<file path="config.mk">
export PLATFORM = sky130hd
export DESIGN_NAME = framed_link_host
export DESIGN_NICKNAME = d
export VERILOG_FILES = /design/src/rtl/framed_link_host.sv
export SDC_FILE = /design/constraint.sdc
export NUM_CORES = 2
export LEC_CHECK = 0
export ABC_AREA = 1
export BUFFER_PORTS_ARGS = -buffer_cell sky130_fd_sc_hd__buf_2
export CORE_MARGIN = 5
export CORE_UTILIZATION = 60
export DETAILED_ROUTE_END_ITERATION = 10
export PLACE_DENSITY = 0.76
export SLEW_MARGIN = 25
export SYNTH_ARGS = -nofsm -noshare
export SYNTH_HDL_FRONTEND = slang
export SYNTH_SLANG_ARGS = --single-unit
</file>
<file path="constraint.sdc">
create_clock -name clk -period 2.95 [get_ports clk]
set_input_delay 0.59 -clock clk [delete_from_list [all_inputs] [get_ports clk]]
set_output_delay 0.59 -clock clk [all_outputs]
set_load 0.01 [all_outputs]
</file>
<file path="src/rtl/framed_link_host.sv">
module framed_link_host #(
  parameter int TX_DEPTH = 16,
  parameter int RX_DEPTH = 256,
  parameter int RST_GAP  = 15000,
  parameter int POST_GAP = 150000
) (
  input  logic                          clk,
  input  logic                          rst_n,
  input  logic                          req_n,
  output logic                          tip_n,
  output logic                          ack_n,
  output logic                          sr_dir_out,
  output logic                          sr_load,
  output logic [7:0]                    sr_tx_byte,
  input  logic                          sr_done,
  input  logic [7:0]                    sr_rx_byte,
  input  logic                          tx_wr_en,
  input  logic [$clog2(TX_DEPTH)-1:0]   tx_wr_addr,
  input  logic [7:0]                    tx_wr_data,
  input  logic [$clog2(TX_DEPTH+1)-1:0] tx_len,
  input  logic                          tx_start,
  output logic                          tx_busy,
  output logic                          link_ready,
  output logic                          rx_valid,
  output logic [7:0]                    rx_type,
  output logic [$clog2(RX_DEPTH+1)-1:0] rx_len,
  output logic                          rx_overflow,
  input  logic [$clog2(RX_DEPTH)-1:0]   rx_rd_addr,
  output logic [7:0]                    rx_rd_data
);
  localparam int TAW  = $clog2(TX_DEPTH);
  localparam int TLW  = $clog2(TX_DEPTH + 1);
  localparam int RAW  = $clog2(RX_DEPTH);
  localparam int CW   = $clog2(RX_DEPTH + 1);
  localparam int GMAX = (RST_GAP > POST_GAP) ? RST_GAP : POST_GAP;
  localparam int TW   = $clog2(GMAX + 1);

  typedef enum logic [2:0] {S_RST, S_IDLE, S_TX, S_RX, S_GAP} state_t;

  state_t         state;
  logic [1:0]     req_sync;
  logic [1:0]     step;
  logic [TW-1:0]  tmr;
  logic           pending;
  logic [TLW-1:0] len_q, idx, nxt;
  logic [CW-1:0]  cnt;
  logic [RAW-1:0] wptr;
  logic [7:0]     tx_mem [TX_DEPTH];
  logic [7:0]     rx_mem [RX_DEPTH];

  wire req_on = ~req_sync[1];
  assign nxt        = idx + 1'b1;
  assign wptr       = RAW'(cnt - 1'b1);
  assign tx_busy    = pending;
  assign rx_rd_data = rx_mem[rx_rd_addr];

  always_ff @(posedge clk or negedge rst_n)
    if (!rst_n) req_sync <= 2'b11;
    else        req_sync <= {req_sync[0], req_n};

  always_ff @(posedge clk)
    if (tx_wr_en) tx_mem[tx_wr_addr] <= tx_wr_data;

  always_ff @(posedge clk)
    if (state == S_RX && sr_done) rx_mem[wptr] <= sr_rx_byte;

  always_ff @(posedge clk or negedge rst_n) begin
    if (!rst_n) begin
      state <= S_RST;  step <= '0;  tmr <= '0;
      tip_n <= 1'b1;   ack_n <= 1'b1;  sr_dir_out <= 1'b0;
      sr_load <= 1'b0; sr_tx_byte <= '0;
      pending <= 1'b0; len_q <= '0;  idx <= '0;  cnt <= '0;
      rx_valid <= 1'b0; rx_type <= '0; rx_len <= '0; rx_overflow <= 1'b0;
      link_ready <= 1'b0;
    end else begin
      sr_load  <= 1'b0;
      rx_valid <= 1'b0;
      if (tx_start && !pending && link_ready && tx_len != '0) begin
        pending <= 1'b1;
        len_q   <= tx_len;
      end
      case (state)
        S_RST:
          if (tmr == TW'(RST_GAP - 1)) begin
            tmr  <= '0;
            step <= step + 1'b1;
            case (step)
              2'd0: tip_n <= 1'b0;
              2'd1: ack_n <= ~ack_n;
              2'd2: tip_n <= 1'b1;
              default: begin
                ack_n <= 1'b1;
                link_ready <= 1'b1;
                state <= S_IDLE;
              end
            endcase
          end else tmr <= tmr + 1'b1;
        S_IDLE:
          if (sr_done && req_on) begin
            rx_type <= sr_rx_byte;
            cnt     <= CW'(1);
            tip_n   <= 1'b0;
            state   <= S_RX;
          end else if (pending && !req_on) begin
            sr_dir_out <= 1'b1;
            sr_tx_byte <= tx_mem[0];
            sr_load    <= 1'b1;
            ack_n      <= 1'b1;
            tip_n      <= 1'b0;
            idx        <= '0;
            state      <= S_TX;
          end
        S_TX:
          if (sr_done) begin
            if (req_on) begin
              sr_dir_out <= 1'b0;
              ack_n      <= 1'b1;
              tip_n      <= 1'b0;
              idx        <= '0;
              rx_type    <= sr_rx_byte;
              cnt        <= CW'(1);
              state      <= S_RX;
            end else if (nxt == len_q) begin
              pending    <= 1'b0;
              sr_dir_out <= 1'b0;
              tip_n      <= 1'b1;
              ack_n      <= 1'b1;
              state      <= S_IDLE;
            end else begin
              idx        <= nxt;
              sr_tx_byte <= tx_mem[TAW'(nxt)];
              sr_load    <= 1'b1;
              ack_n      <= ~ack_n;
            end
          end
        S_RX:
          if (sr_done) begin
            cnt <= cnt + 1'b1;
            if (!req_on || cnt == CW'(RX_DEPTH - 1)) begin
              tip_n       <= 1'b1;
              ack_n       <= 1'b1;
              rx_valid    <= 1'b1;
              rx_len      <= cnt;
              rx_overflow <= req_on;
              tmr         <= '0;
              state       <= pending ? S_GAP : S_IDLE;
            end else ack_n <= ~ack_n;
          end
        S_GAP:
          if (tmr == TW'(POST_GAP - 1)) begin
            tmr   <= '0;
            state <= S_IDLE;
          end else tmr <= tmr + 1'b1;
        default: state <= S_IDLE;
      endcase
    end
  end

  assert_notready_quiet_R1: assert property (@(posedge clk) disable iff (!rst_n)
    !link_ready |-> !tx_busy);
  assert_idle_lines_R2: assert property (@(posedge clk) disable iff (!rst_n)
    (state == S_IDLE) |-> (tip_n && ack_n && !sr_dir_out));
  assert_load_dir_R3: assert property (@(posedge clk) disable iff (!rst_n)
    sr_load |-> (sr_dir_out && !tip_n));
  assert_busy_drop_R5: assert property (@(posedge clk) disable iff (!rst_n)
    $fell(tx_busy) |-> $rose(tip_n));
  assert_rx_pulse_R8: assert property (@(posedge clk) disable iff (!rst_n)
    rx_valid |=> !rx_valid);
  assert_ovf_len_R9: assert property (@(posedge clk) disable iff (!rst_n)
    (rx_valid && rx_overflow) |-> (rx_len == CW'(RX_DEPTH - 1)));
endmodule

</file>
==> metrics.md <==
| Metric | Value |
|---|---|
| Nets | between 8k and 9k |
| Wirelength per Cell | between 20 and 30 um |
| Arr. time, crit path | approximately 2700 ps |
| First-pass GRT wire length | between 400 and 500 mm |
| Max Freq | ~300 MHz |
| Worst Tran Pin Value | a little under 900 ps |
| Prevailing post-synth register cell | edfxtp_1 |
| Outcome | finished, violations left |
| Max VDD drop | about 0.66 mV |
| Tmin final | around 3300 ps |
| Post-layout util | about three quarters |
| Cell internal pwr | between 50 and 60 mW |
| Number of synthesized flops with an enable pin | around 2.2k |
| Hold Crit Depth | 1 |
| Clock Path Buffers | 3 |
| Commonest non-fill, non-tap cell in the layout | nand2_1 |
| Yosys top cell area share | a little under three quarters |
| CP required | 2360 ps |
| Routability cong. | 0.924 |
| Skew-Pair Late Insertion Delay | between 800 and 900 ps |
| Root Driver | clkbuf_16 |
| CP max FO | 9 |
| Initial antenna violation count | 3 |
| Syn Area/Cell | about 12 um^2 |
| Die Wd | between 400 and 500 um |
| FF-to-FF path depth | 8 |
| H-tree levels | 4 |
| Max cap viols | 0 |
| Initial drt markers | approximately 12k |
| Setup violators final | 8 |
| Synthesis Warnings | 0 |
| Routed vias | around 69k |
| Fin. max-slew vios | 0 |
| Row count | ~140 |
| Total track usage | ~34% |
| Die span in y | 401 um |
| TNS Setup | -2030 ps |
| # IOs | 80 |
| Sw Share | 23.1% |
| Ys async rst share | approximately 3.4% |
| Pleak | between 40 and 50 nW |
| TritonCTS clock tree | done |
| Worst Skew | 60.2 ps |
| Max-slew headroom | a little over two fifths |
| Die area | approximately 160,000 um^2 |
| Crit end category | primary output |
| Final hold vios | 0 |
| Multi-input gate area | 24,800 um^2 |
| Worst Hold Class | input pin to flop |
| Total CTS buffers | 218 |
| Critical Path Source Type | input pin |
| Pin count of the biggest net entering global routing | 110 |
| Fin crit share | 111% |
| Clock power frac | 40.5% |
| DRC violations left | 0 |
| Initial core utilization | between 60 and 70% |
| Unrepaired setup endpoints after global routing | true |
| Total routed wirelength | 280 mm |
| Layout cells sized above 1 | roughly 19% |
| Syn_nets | 7,941 |
| Failing checks | negative setup slack |
| Synthesized instance count | between 7k and 8k |
| Leading area contributor after synthesis | edfxtp_1 |
| Clock sink count | approximately 2.3k |
| Vias/cell | between 6 and 7 |
| Clock transition at the registers of the reported paths | 60 ps |
| Sequential-to-total area share from yosys stat | between 70% and 80% |
| Top cells by area in the synthesized netlist | edfxtp_1, nand3_1, nand2_1 |
| Port Buffers | around 80 |
| Dpl hpwl | 160 mm |
| Vias in the first global route | approximately 67k |
| Synthesized area | slightly above 90,000 um^2 |
| DRT Pass-1 Iters | 9 |
| Synthesized flop and latch total | about 2.3k |
| Area growth from synthesis to layout | 22.0% |
| Seq. cell area | 67,300 um^2 |
| Combinational share of power | between 7 and 8% |
| Power Density | a little over 600 nW/um^2 |
| Most frequent cells in the layout | nand2_1, edfxtp_1, nand3_1 |
| Cell variety after synth | 38 |
| CP Class | input pin to primary output |
| Final Total Pwr | roughly 68 mW |
| Final antenna-violating net count | 0 |
| Net switching power | 15.6 mW |
| Gr ovfl total | 0 |
| Core area | between 150,000 and 200,000 um^2 |
| Fillers | 8,968 |
| Setup ws final | -334 ps |
| Reg power frac | a little over half |
[power by group through the flow]
stage	Clock (mW)	Sequential (mW)	Combinational, mW
finish	27.3	35.1	5.11
global route	28.8	35.1	5.33
CTS	27.2	35.1	4.71
detailed placement	0	35.8	3.96
global placement	0	35.8	3.87
floorplan	0	35.8	1.84
[worst paths after layout]
kind	start	end	slack, ps
setup / recovery	rx_rd_addr[0]	rx_rd_data[1]	-330
hold / removal	tx_wr_data[1]	tx_mem[0][1]	130
setup reg to reg	cnt[4]	rx_mem[93][6]	60
hold reg to reg	req_sync[0]	req_sync[1]	360
max in group asynchronous	rst_n	cnt[4]	1900
min in group asynchronous	rst_n	sr_tx_byte[4]	350
[final cells by class]
| class | instances | area share [%] |
|---|---|---|
| Sequential cell | 2253 | 60.1 |
| Multi-Input combinational cell | 5031 | 22.1 |
| Timing Repair Buffer | 849 | 8.92 |
| Clock buffer | 276 | 5.08 |
| Tap cell | 2030 | 2.27 |
| Clock inverter | 126 | 1.10 |
| Inverter | 93 | 0.366 |
| Timing Repair inverter | 3 | 0.0369 |
| Antenna cell | 6 | 0.0134 |
[flip-flops by register name (all words and copies together), names as in the netlist]
register	count
state	3
rx_len	9
req_sync	2
tx_mem	128
rx_overflow	1
ack_n	1
sr_dir_out	1
link_ready	1
len_q	5
step	2
rx_mem	2048
tx_busy	1
sr_load	1
tmr	18
cnt	9
tip_n	1
rx_valid	1
idx	5
sr_tx_byte	8
rx_type	8
[Yosys cell counts, types with 2 or more instances]
| cell | count |
|---|---|
| a21oi_1 | 15 |
| a31oi_1 | 2 |
| buf_1 | 64 |
| buf_2 | 15 |
| buf_4 | 14 |
| clkbuf_1 | 419 |
| clkinv_1 | 5 |
| dfrtp_1 | 73 |
| dfstp_2 | 4 |
| edfxtp_1 | 2176 |
| ha_1 | 13 |
| inv_1 | 85 |
| inv_2 | 3 |
| nand2_1 | 2294 |
| nand2_2 | 2 |
| nand3_1 | 2068 |
| nand4_1 | 18 |
| nand4_2 | 8 |
| nor2_1 | 407 |
| nor3_1 | 33 |
| nor3b_1 | 2 |
| nor4_1 | 6 |
| o211ai_1 | 34 |
| o21a_1 | 2 |
| o21ai_0 | 102 |
| o21ai_2 | 2 |
| xnor2_1 | 2 |
| xor2_1 | 10 |
| xor2_2 | 2 |
[kinds of logic after synthesis]
| kind of cell | share of synthesized area, % |
|---|---|
| fa+ha+maj | 0.177 |
| xor+xnor | 0.150 |
| buf+inv | 2.55 |
| flops | 73.3 |
| compound gates | 1.01 |
| simple gates | 22.8 |
[critical path, cell delays in order]
cell	delay, ps
buf_16	150
inv_12	110
buf_16	170
buf_4	140
clkbuf_16	130
nand2_1	70
nand3_1	110
nand3_1	110
nand3_1	230
nand3_2	160
nand3_2	110
nand3_4	90
nand2_4	140
nand2_4	70
nand2_4	110
buf_2	140
[timing repair]
item                       in CTS  in global routing
setup endpoints to repair      23                708
buffers inserted               40                  7
gates resized for setup       392                300
pin swaps                      50                 66
hold buffers                    7                  0
hold endpoints to repair       57                  0
cloned                         48                  6
[stage by stage]
stage	cells	instance area [um^2]	worst slack (ps)	hold slack [ps]
2_1_floorplan	7889	91800	152	294
3_3_place_gp	10154	99900	-828	346
3_5_place_dp	10154	99900	-825	347
4_1_cts	10651	111000	-146	99.5
5_1_grt	10661	112000	-325	118
6_report	10667	112000	-334	133
[metal layers]
layer | vias to the layer above | routed length, um | GRT usage, % | part of all wire [%]
met5 | - | 9 | 0 | 0.0032
met4 | 2 | 15700 | 16.6 | 5.6
met3 | 1102 | 38900 | 8.98 | 14
met2 | 5626 | 129000 | 51.8 | 46
met1 | 33127 | 95700 | 44.8 | 34
li1 | 29148 | - | - | -
Power figures use the tool's default switching activity.
